===== config.mk =====
export PLATFORM = sky130hd
export DESIGN_NAME = va_region_classifier
export DESIGN_NICKNAME = d
export VERILOG_FILES = /design/src/rtl/va_cls_pkg.sv /design/src/rtl/va_region_decode.sv /design/src/rtl/va_fault_arbiter.sv /design/src/rtl/va_tag_unit.sv /design/src/rtl/va_region_classifier.sv
export SDC_FILE = /design/constraint.sdc
export NUM_CORES = 1
export LEC_CHECK = 0
export ABC_AREA = 1
export BUFFER_PORTS_ARGS = -buffer_cell sky130_fd_sc_hd__buf_2
export CAP_MARGIN = 15
export CELL_PAD_IN_SITES_DETAIL_PLACEMENT = 1
export CELL_PAD_IN_SITES_GLOBAL_PLACEMENT = 1
export CORE_ASPECT_RATIO = 1.4
export CORE_MARGIN = 2
export CORE_UTILIZATION = 37
export CTS_CLUSTER_SIZE = 24
export DETAILED_ROUTE_END_ITERATION = 8
export PLACE_DENSITY_LB_ADDON = 0.1
export SYNTH_ARGS = -nofsm -noshare
export SYNTH_HDL_FRONTEND = slang
export SYNTH_SLANG_ARGS = --single-unit

===== constraint.sdc =====
create_clock -name clk -period 2.5 [get_ports clk]
set_input_delay 0 -clock clk [delete_from_list [all_inputs] [get_ports clk]]
set_output_delay 0 -clock clk [all_outputs]
set_load 0.01 [all_outputs]

===== src/rtl/va_cls_pkg.sv =====
package va_cls_pkg;
  parameter int VA_W     = 64;
  parameter int SZ_W     = 6;
  parameter int TAG_LSB  = 56;  // top byte starts here
  parameter int SEL_BIT  = 55;  // region select / fill bit
  parameter int TCHK_LSB = 55;  // tag-check bypass field
  parameter int TCHK_MSB = 59;
  parameter int NREG     = 2;   // index 0 low, 1 high

  typedef enum logic [1:0] {
    FLT_NONE     = 2'd0,
    FLT_LEVEL0   = 2'd1,
    FLT_WALK_OFF = 2'd2,
    FLT_NF_QUIET = 2'd3
  } flt_e;

  // Bits that must equal the region fill for a region of size offset sz.
  function automatic logic [VA_W-1:0] span_mask(input logic [SZ_W-1:0] sz,
                                                input logic drop_top);
    logic [VA_W-1:0] m;
    if (sz == '0) m = '0;
    else          m = {VA_W{1'b1}} << (VA_W - int'(sz));
    if (drop_top) m[VA_W-1:TAG_LSB] = '0;
    return m;
  endfunction

  function automatic logic outside_span(input logic [VA_W-1:0] a,
                                        input logic [SZ_W-1:0] sz,
                                        input logic drop_top,
                                        input logic fill);
    return |((a ^ {VA_W{fill}}) & span_mask(sz, drop_top));
  endfunction

  function automatic logic [VA_W-1:0] pc_fix(input logic [VA_W-1:0] a,
                                             input logic dual,
                                             input logic t_lo,
                                             input logic t_hi);
    logic [VA_W-1:0] r;
    r = a;
    if (!dual || !a[SEL_BIT]) begin
      if (t_lo) r[VA_W-1:TAG_LSB] = '0;
    end else if (t_hi) begin
      r[VA_W-1:TAG_LSB] = '1;
    end
    return r;
  endfunction

  function automatic logic bypass_hit(input logic [VA_W-1:0] a,
                                      input logic b_lo,
                                      input logic b_hi);
    logic [TCHK_MSB-TCHK_LSB:0] f;
    f = a[TCHK_MSB:TCHK_LSB];
    return (b_hi && (&f)) || (b_lo && !(|f));
  endfunction
endpackage


===== src/rtl/va_region_decode.sv =====
module va_region_decode
  import va_cls_pkg::*;
(
  input  logic [VA_W-1:0]      addr,
  input  logic                 is_instr,
  input  logic                 dual,
  input  logic [NREG*SZ_W-1:0] sz_flat,
  input  logic [NREG-1:0]      tbi,
  input  logic [NREG-1:0]      tbid,
  output logic                 sel_hi,
  output logic                 top_ign,
  output logic                 out_of_span
);
  logic [NREG-1:0] ign_r;
  logic [SZ_W-1:0] sz_sel;

  for (genvar g = 0; g < NREG; g++) begin : g_reg
    // data-only qualifier suppresses ignore for instruction fetches
    assign ign_r[g] = tbi[g] & ~(tbid[g] & is_instr);
  end

  assign sel_hi  = dual & addr[SEL_BIT];
  assign top_ign = ign_r[sel_hi];

  always_comb begin
    sz_sel      = sz_flat[int'(sel_hi)*SZ_W +: SZ_W];
    out_of_span = outside_span(addr, sz_sel, top_ign, sel_hi);
  end
endmodule


===== src/rtl/va_fault_arbiter.sv =====
module va_fault_arbiter
  import va_cls_pkg::*;
(
  input  logic unpriv,
  input  logic nonfault,
  input  logic miss,
  input  logic deny_sel,
  input  logic oor,
  input  logic walk_off_sel,
  input  logic nf_off_sel,
  output logic ev_deny,
  output flt_e fault
);
  logic ev_walk, ev_quiet;

  assign ev_deny  = unpriv & deny_sel;
  assign ev_walk  = miss & walk_off_sel;
  assign ev_quiet = miss & unpriv & nonfault & nf_off_sel;

  always_comb begin
    if (ev_deny)       fault = FLT_LEVEL0;
    else if (oor)      fault = FLT_LEVEL0;
    else if (ev_walk)  fault = FLT_WALK_OFF;
    else if (ev_quiet) fault = FLT_NF_QUIET;
    else               fault = FLT_NONE;
  end
endmodule


===== src/rtl/va_tag_unit.sv =====
module va_tag_unit
  import va_cls_pkg::*;
(
  input  logic [VA_W-1:0] addr,
  input  logic            dual,
  input  logic [NREG-1:0] tbi,
  input  logic [NREG-1:0] bypass,
  output logic [VA_W-1:0] pc_target,
  output logic            unchecked
);
  assign pc_target = pc_fix(addr, dual, tbi[0], tbi[1]);
  assign unchecked = bypass_hit(addr, bypass[0], bypass[1]);
endmodule


===== src/rtl/va_region_classifier.sv =====
module va_region_classifier
  import va_cls_pkg::*;
(
  input  logic        clk,
  input  logic        rst_n,
  input  logic        in_valid,
  input  logic [63:0] in_addr,
  input  logic        acc_instr,
  input  logic        acc_unpriv,
  input  logic        acc_nonfault,
  input  logic        tlb_miss,
  input  logic        dual_range,
  input  logic [5:0]  cfg_size_lo,
  input  logic [5:0]  cfg_size_hi,
  input  logic [1:0]  cfg_tbi,
  input  logic [1:0]  cfg_tbid,
  input  logic [1:0]  cfg_walk_off,
  input  logic [1:0]  cfg_unpriv_deny,
  input  logic [1:0]  cfg_nf_walk_off,
  input  logic [1:0]  cfg_tag_bypass,
  output logic        out_valid,
  output logic        out_region_hi,
  output logic        out_top_ignored,
  output logic [1:0]  out_fault,
  output logic        out_unchecked,
  output logic [63:0] out_pc_target
);
  logic            w_sel_hi, w_top_ign, w_oor, w_ev_deny, w_unchk;
  flt_e            w_fault;
  logic [VA_W-1:0] w_pc;

  logic            q_valid, q_hi, q_ign, q_unchk;
  flt_e            q_fault;
  logic [VA_W-1:0] q_pc;

  va_region_decode u_dec (
    .addr        (in_addr),
    .is_instr    (acc_instr),
    .dual        (dual_range),
    .sz_flat     ({cfg_size_hi, cfg_size_lo}),
    .tbi         (cfg_tbi),
    .tbid        (cfg_tbid),
    .sel_hi      (w_sel_hi),
    .top_ign     (w_top_ign),
    .out_of_span (w_oor)
  );

  va_fault_arbiter u_arb (
    .unpriv       (acc_unpriv),
    .nonfault     (acc_nonfault),
    .miss         (tlb_miss),
    .deny_sel     (cfg_unpriv_deny[w_sel_hi]),
    .oor          (w_oor),
    .walk_off_sel (cfg_walk_off[w_sel_hi]),
    .nf_off_sel   (cfg_nf_walk_off[w_sel_hi]),
    .ev_deny      (w_ev_deny),
    .fault        (w_fault)
  );

  va_tag_unit u_tag (
    .addr      (in_addr),
    .dual      (dual_range),
    .tbi       (cfg_tbi),
    .bypass    (cfg_tag_bypass),
    .pc_target (w_pc),
    .unchecked (w_unchk)
  );

  always_ff @(posedge clk or negedge rst_n) begin
    if (!rst_n) begin
      q_valid <= 1'b0;
      q_hi    <= 1'b0;
      q_ign   <= 1'b0;
      q_unchk <= 1'b0;
      q_fault <= FLT_NONE;
      q_pc    <= '0;
    end else begin
      q_valid <= in_valid;
      if (in_valid) begin
        q_hi    <= w_sel_hi;
        q_ign   <= w_top_ign;
        q_unchk <= w_unchk;
        q_fault <= w_fault;
        q_pc    <= w_pc;
      end
    end
  end

  assign out_valid       = q_valid;
  assign out_region_hi   = q_hi;
  assign out_top_ignored = q_ign;
  assign out_unchecked   = q_unchk;
  assign out_fault       = q_fault;
  assign out_pc_target   = q_pc;
endmodule


Word-level counts from Yosys, hierarchy flattened --
Index checks and enable logic that the tools add are counted.
Operators by class: bitwise gates (word level) 14, shift operators 2, multiplexer cells 17, $lt $le $gt $ge 1, reduce and logical (&&, ||, !) cells 11, multiply operators 1, add/sub/neg operators 1
Operator list (count):
- AND 64 bit | 1
- two-way mux 64 bit | 1
- OR reduction 64 bit | 1
- << shifter 64 x 32 -> 64 bit (first input constant) | 1
- XOR 64 bit | 1
- two-way mux 8 bit | 4
- indexed part select 12 x 32 -> 6 bit | 1
- AND 1 bit | 10
- two-way mux 1 bit | 8
- two-way mux 2 bit | 4
- subtractor 7 x 6 -> 8 bit (first input constant) | 1
- zero test 6 bit | 1
- AND reduction 5 bit | 1
- OR reduction 5 bit | 1
- zero test 1 bit | 3
- multiplier 1 x 2 -> 3 bit (second input constant) | 1
- logical AND 1 bit | 2
- logical OR 1 bit | 2
- less-than comparator 1 x 2 -> 1 bit (second input constant) | 1
- NOT 1 bit | 2
Storage, ports and cells: input port bits 96, output and inout port bits 70, bits in registers 70, logic and storage cells 53

Depth between registers and ports, before layout --
depth after elaboration 11, depth in mapped cells 24, mapped depth without buffers 22

Cells and area by module --
A second synthesis with hierarchy kept.
Second synthesis, totals: cell total of the unflattened synthesis 771, area, all modules 5331.4 um^2
Modules (own cells, without submodules):
- va_region_classifier | instances 1, cells an instance 303, sequential area each 1751.7 um^2, area an instance 2671.3 um^2
- va_region_decode | instances 1, cells an instance 360, sequential area each 0.0 um^2, area an instance 2024.4 um^2
- va_tag_unit | instances 1, cells an instance 95, sequential area each 0.0 um^2, area an instance 584.3 um^2
- va_fault_arbiter | instances 1, cells an instance 13, sequential area each 0.0 um^2, area an instance 51.3 um^2

Worst setup path before layout --
Ideal clock, no wire load.
path type input to register, from in dual_range, to reg q_fault[0] (netlist: out_fault[0]), path slack 0.125 ns, required time 2.387 ns, arrival 2.262 ns, setup time 0.113 ns, buffers on the path 2, cell stages on the path 24, cells stage by stage buf_4 nand2_4 buf_6 nand2_1 o21ai_4 ha_1 inv_1 ha_1 inv_1 nand2_1 inv_1 nand3_1 nor2_1 nand2_1 nand2_1 nand2_1 nor2_1 nand2_1 nand2_1 nand2_1 nor2_2 nand3_1 nand2_1 inv_1
Between the ends: cells in the longest elaborated chain, start to end 11, elaborated cells on any way between the ends 26, those cells by class add/sub (1); mul (1); shift (2); mux (14); bitwise (6); reduce/logical (2)
Ends and longest elaborated chain:
- start, declared | RTL line va_region_classifier.sv:12 | input logic dual_range,
- AND 1 bit (*) | RTL line va_region_decode.sv:22 | assign sel_hi = dual & addr[SEL_BIT];
- multiplier 1 x 2 -> 3 bit | RTL line va_region_decode.sv:26 | sz_sel = sz_flat[int'(sel_hi)*SZ_W +: SZ_W];
- indexed part select 12 x 32 -> 6 bit | RTL line va_region_decode.sv:26
- subtractor 7 x 6 -> 8 bit | RTL line va_cls_pkg.sv:22 | else m = {VA_W{1'b1}} << (VA_W - int'(sz));
- << shifter 64 x 32 -> 64 bit | RTL line va_cls_pkg.sv:22
- two-way mux 64 bit | RTL line va_cls_pkg.sv:21 | if (sz == '0) m = '0;
- two-way mux 8 bit | RTL line va_cls_pkg.sv:23 | if (drop_top) m[VA_W-1:TAG_LSB] = '0;
- AND 64 bit | RTL line va_cls_pkg.sv:31 | return |((a ^ {VA_W{fill}}) & span_mask(sz, drop_top));
- OR reduction 64 bit | RTL line va_cls_pkg.sv:31
- two-way mux 2 bit | RTL line va_fault_arbiter.sv:22 | else if (oor) fault = FLT_LEVEL0;
- two-way mux 2 bit (*) | RTL line va_fault_arbiter.sv:21 | if (ev_deny) fault = FLT_LEVEL0;
- end signal, assigned | RTL line va_region_classifier.sv:83 | q_fault <= w_fault;
- end, declared | RTL line va_region_classifier.sv:33 | flt_e q_fault;
Mark *: on every way between the ends. The rest lies on a longest branch, timed or not. The select of a mux whose other input is x is not followed. A chain may end at the register's enable or synchronous reset.

Final worst setup path --
from in in_addr[55], to reg q_fault[1] (netlist: out_fault[1])
Between the ends: cells in the longest elaborated chain, start to end 11, elaborated cells on any way between the ends 26, those cells by class add/sub (1); mul (1); shift (2); mux (14); bitwise (6); reduce/logical (2)
Ends and longest elaborated chain:
- start, declared | RTL line va_region_classifier.sv:7 | input logic [63:0] in_addr,
- AND 1 bit | RTL line va_region_decode.sv:22
- multiplier 1 x 2 -> 3 bit | RTL line va_region_decode.sv:26
- indexed part select 12 x 32 -> 6 bit | RTL line va_region_decode.sv:26
- subtractor 7 x 6 -> 8 bit | RTL line va_cls_pkg.sv:22
- << shifter 64 x 32 -> 64 bit | RTL line va_cls_pkg.sv:22
- two-way mux 64 bit | RTL line va_cls_pkg.sv:21
- two-way mux 8 bit | RTL line va_cls_pkg.sv:23
- AND 64 bit | RTL line va_cls_pkg.sv:31
- OR reduction 64 bit | RTL line va_cls_pkg.sv:31
- two-way mux 2 bit | RTL line va_fault_arbiter.sv:22
- two-way mux 2 bit (*) | RTL line va_fault_arbiter.sv:21
Marks and branches as above.

==> results.tsv <==
stage	metric	value	unit
status	status	complete, no violations	
routing	firstDrtPassIters	4	
synth	synth_edf_count	0	
sta	rsz0062_at_grt	no	
synth	synth_commonest_cells	nand2_1, dfrtp_1, nand3_1, nor2_1, inv_1	
clock_tree	cts_inserted_buffers	9	
place	hpwl	12900	um
place	portBuffers	165	
clock_tree	cts_setup_buffers	0	
synth	yosys_warnings	0	
worst_setup_path	rrSetupSlack	1.28	ns
global_route	antenna_found_initial	0	
final_layout	antennaDiodeCount	0	
floorplanning	dieArea	0.0136	mm2
hold_path	hold_path.class	in2reg	
place	routabilityCongestion	0.921	
global_route	grt_start_max_net_pins	52	
synth	synth_ff_type	dfrtp_1	
worst_setup_path	r2r_cells	3	
clock_tree	clockRootBuffer	clkbuf_16	
worst_setup_path	worst-path-max-fanout	15	
synth	syn_avg_cell_area	6.79	um2
final_layout	area_growth	45.0	%
synth	async_flop_share	100	%
flow_run	maxCapViolations	0	
worst_setup_path	cp.arrival	2.45	ns
clock_tree	clk_latency	0.34	ns
sta	min_period_over_period	88.9	%
routing	routed_wl	17600	um
floorplanning	initial_utilization	37.9	%
synth	syn_nets	790	
sta	finalSetupViolations	0	
floorplanning	core	0.0123	mm2
sta	hold_viol	0	
clock_tree	cts.htree.levels	3	
final_layout	multiInputGateArea	0.00257	mm2
worst_setup_path	worstReg2RegStart	out_unchecked$_DFFE_PN0P_	
routing	drc	0	
synth	post_synth_num_cell_types	27	
sta	maxSlewHeadroom	45.6	%
worst_setup_path	r2r_end	out_unchecked$_DFFE_PN0P_	
worst_setup_path	worstPathRequired	2.73	ns
synth	yosysMostFrequentCell	nand2_1	
sta	fin_crit	2.22	ns
sta	worst_pin_slew	0.816	ns
synth	syn_inst	688	
final_layout	final_nets	1026	
sta	skew	0	ns
synth	yosysTopAreaCellShare	37.5	%
hold_path	holdCritStartpoint	in_addr[16]	
sta	fmax	450	MHz
synth	yosysTopAreaCell	dfrtp_1	
clock_tree	clock-sinks	70	
final_layout	final_cells	1079	
floorplanning	die_y	137	um
synth	synthesis.area	0.00467	mm2
hold_path	hold_depth	3	
worst_setup_path	cp-start-kind	input port	
clock_tree	path_clk_slew	0.06	ns
worst_setup_path	path_class	in2reg	
global_route	grt-ovfl-total	0	
hold_path	whs_endpoint	out_pc_target[16]$_DFFE_PN0P_	
final_layout	regArea	0.00175	mm2
global_route	grt_use_total	26.7	%
final_layout	drive_gt1_share	23.6	%
global_route	grt_pass1_vias	5746	
sta	drv_slew	0	
routing	wl_per_cell	16.3	um
floorplanning	ios	166	
clock_tree	cts_tree	done	
routing	vias_per_cell	4.86	
synth	ys_top_cells_by_area	dfrtp_1, nand2_1, nand3_1	
floorplanning	rows	48	
routing	antenna_left	0	
routing	drtIter0Drc	143	
routing	vias	5240	
clock_tree	cts.path.max_buffers	2	
place	dpl.cell_count	996	
sta	setup_tns	0	ns
final_layout	n_fill_cell	1623	
synth	yosysSeqAreaShare	37.5	%
floorplanning	die_x	99.0	um
power	vdd_drop_max	0.270	mV
power	power_density	580	mW/mm2
worst_setup_path	endpoint_kind	flop	
synth	ys_seq_elements	70	
power	leakage	3.71	nW
global_route	grt_pass1_wl	28800	um
-- cell families (layout without fill, tap and decap cells) --
family / count (synthesis) / count (layout) / share of synthesized area, %
buffers and inverters: 82 / 323 / 7.63
xor gates and xnor gates: 59 / 59 / 11.1
DFF: 70 / 70 / 37.5
adders and majority gates: 6 / 6 / 1.61
AOI/OAI and AO/OA: 43 / 43 / 4.90
and+or+nand+nor: 428 / 428 / 37.3
-- cells in the final DEF (no fill, tap or decap), types with 10 or more instances in the layout --
master,count
nand2_1,282
buf_2,165
dfrtp_1,70
nand3_1,68
dlygate4sd3_1,67
nor2_1,63
inv_1,48
xnor2_1,38
o21ai_0,27
xor2_1,21
buf_4,21
a21oi_1,10
-- registers in the layout, summed over array words and instances (netlist names) --
signal	count
out_pc_target	64
out_fault	2
out_region_hi	1
out_top_ignored	1
out_unchecked	1
out_valid	1
-- per-stage QoR --
step	setup slack [ns]	instance area, um2	power [mW]	hold slack (ns)	util [%]
after global placement	-0.0487	5740	2.29	0.121	46.6
after CTS	0.186	6770	3.95	0.00655	55.0
after detailed placement	-0.123	5740	2.32	0.123	46.6
after floorplan	0.125	4670	1.88	-0.296	-
final	0.278	6780	3.93	0.00327	55.0
after global routing	0.0165	6780	4.14	0.0270	55.0
-- power breakdown --
part | switching [mW] | internal [mW] | leakage [nW]
sequential | 0.0532 | 1.23 | 0.845
clock | 0.508 | 1.03 | 0.176
combinational | 0.644 | 0.457 | 2.69
total | 1.21 | 2.72 | 3.71
-- critical path, stage by stage --
cell and delay (ns):
buf_2 0.12, nand2_4 0.16, nand2_1 0.12, o21ai_4 0.08
ha_1 0.18, inv_1 0.08, nor2_1 0.19, nand3_1 0.22
nand2_4 0.28, inv_6 0.10, nand2_1 0.15, nand3_1 0.16
o21ai_0 0.12, nor2_1 0.06, nand2_1 0.07, nor2_1 0.04
nand2_1 0.08, nand2_1 0.08, nand3_1 0.09, nand2_1 0.05
-- routing by layer --
layer / GRT usage (%) / part of all wire [%]
met1: 31.1 / 41
met2: 50.2 / 53
met3: 4.03 / 3.3
met4: 7.91 / 1.9
met5: 0 / 0
-- worst max path at each step --
stage | startpoint | endpoint | slack [ns]
4_1_cts | in_addr[55] | out_fault[0]$_DFFE_PN0P_ | 0.19
3_5_place_dp | in_addr[55] | out_fault[0]$_DFFE_PN0P_ | -0.12
3_3_place_gp | in_addr[55] | out_fault[0]$_DFFE_PN0P_ | -0.05
6_report | in_addr[55] | out_fault[1]$_DFFE_PN0P_ | 0.28
5_1_grt | in_addr[55] | out_fault[0]$_DFFE_PN0P_ | 0.02
2_1_floorplan | dual_range | out_fault[0]$_DFFE_PN0P_ | 0.13
-- cell type report --
type	count	area share [%]
clock inverter	5	1.53
inverter	51	2.94
clock buffer	11	3.73
multi-input combinational	536	37.9
sequential	70	25.9
timing repair buffer	256	25.3
tap	150	2.77
-- repair_timing --
action / CTS / global route
setup endpoints to repair: 0 / 2
hold buffers: 67 / 0
endpoints found under the hold margin: 96 / 0
resized for setup: 0 / 4
Note: power is estimated with default switching activity, not from simulation.
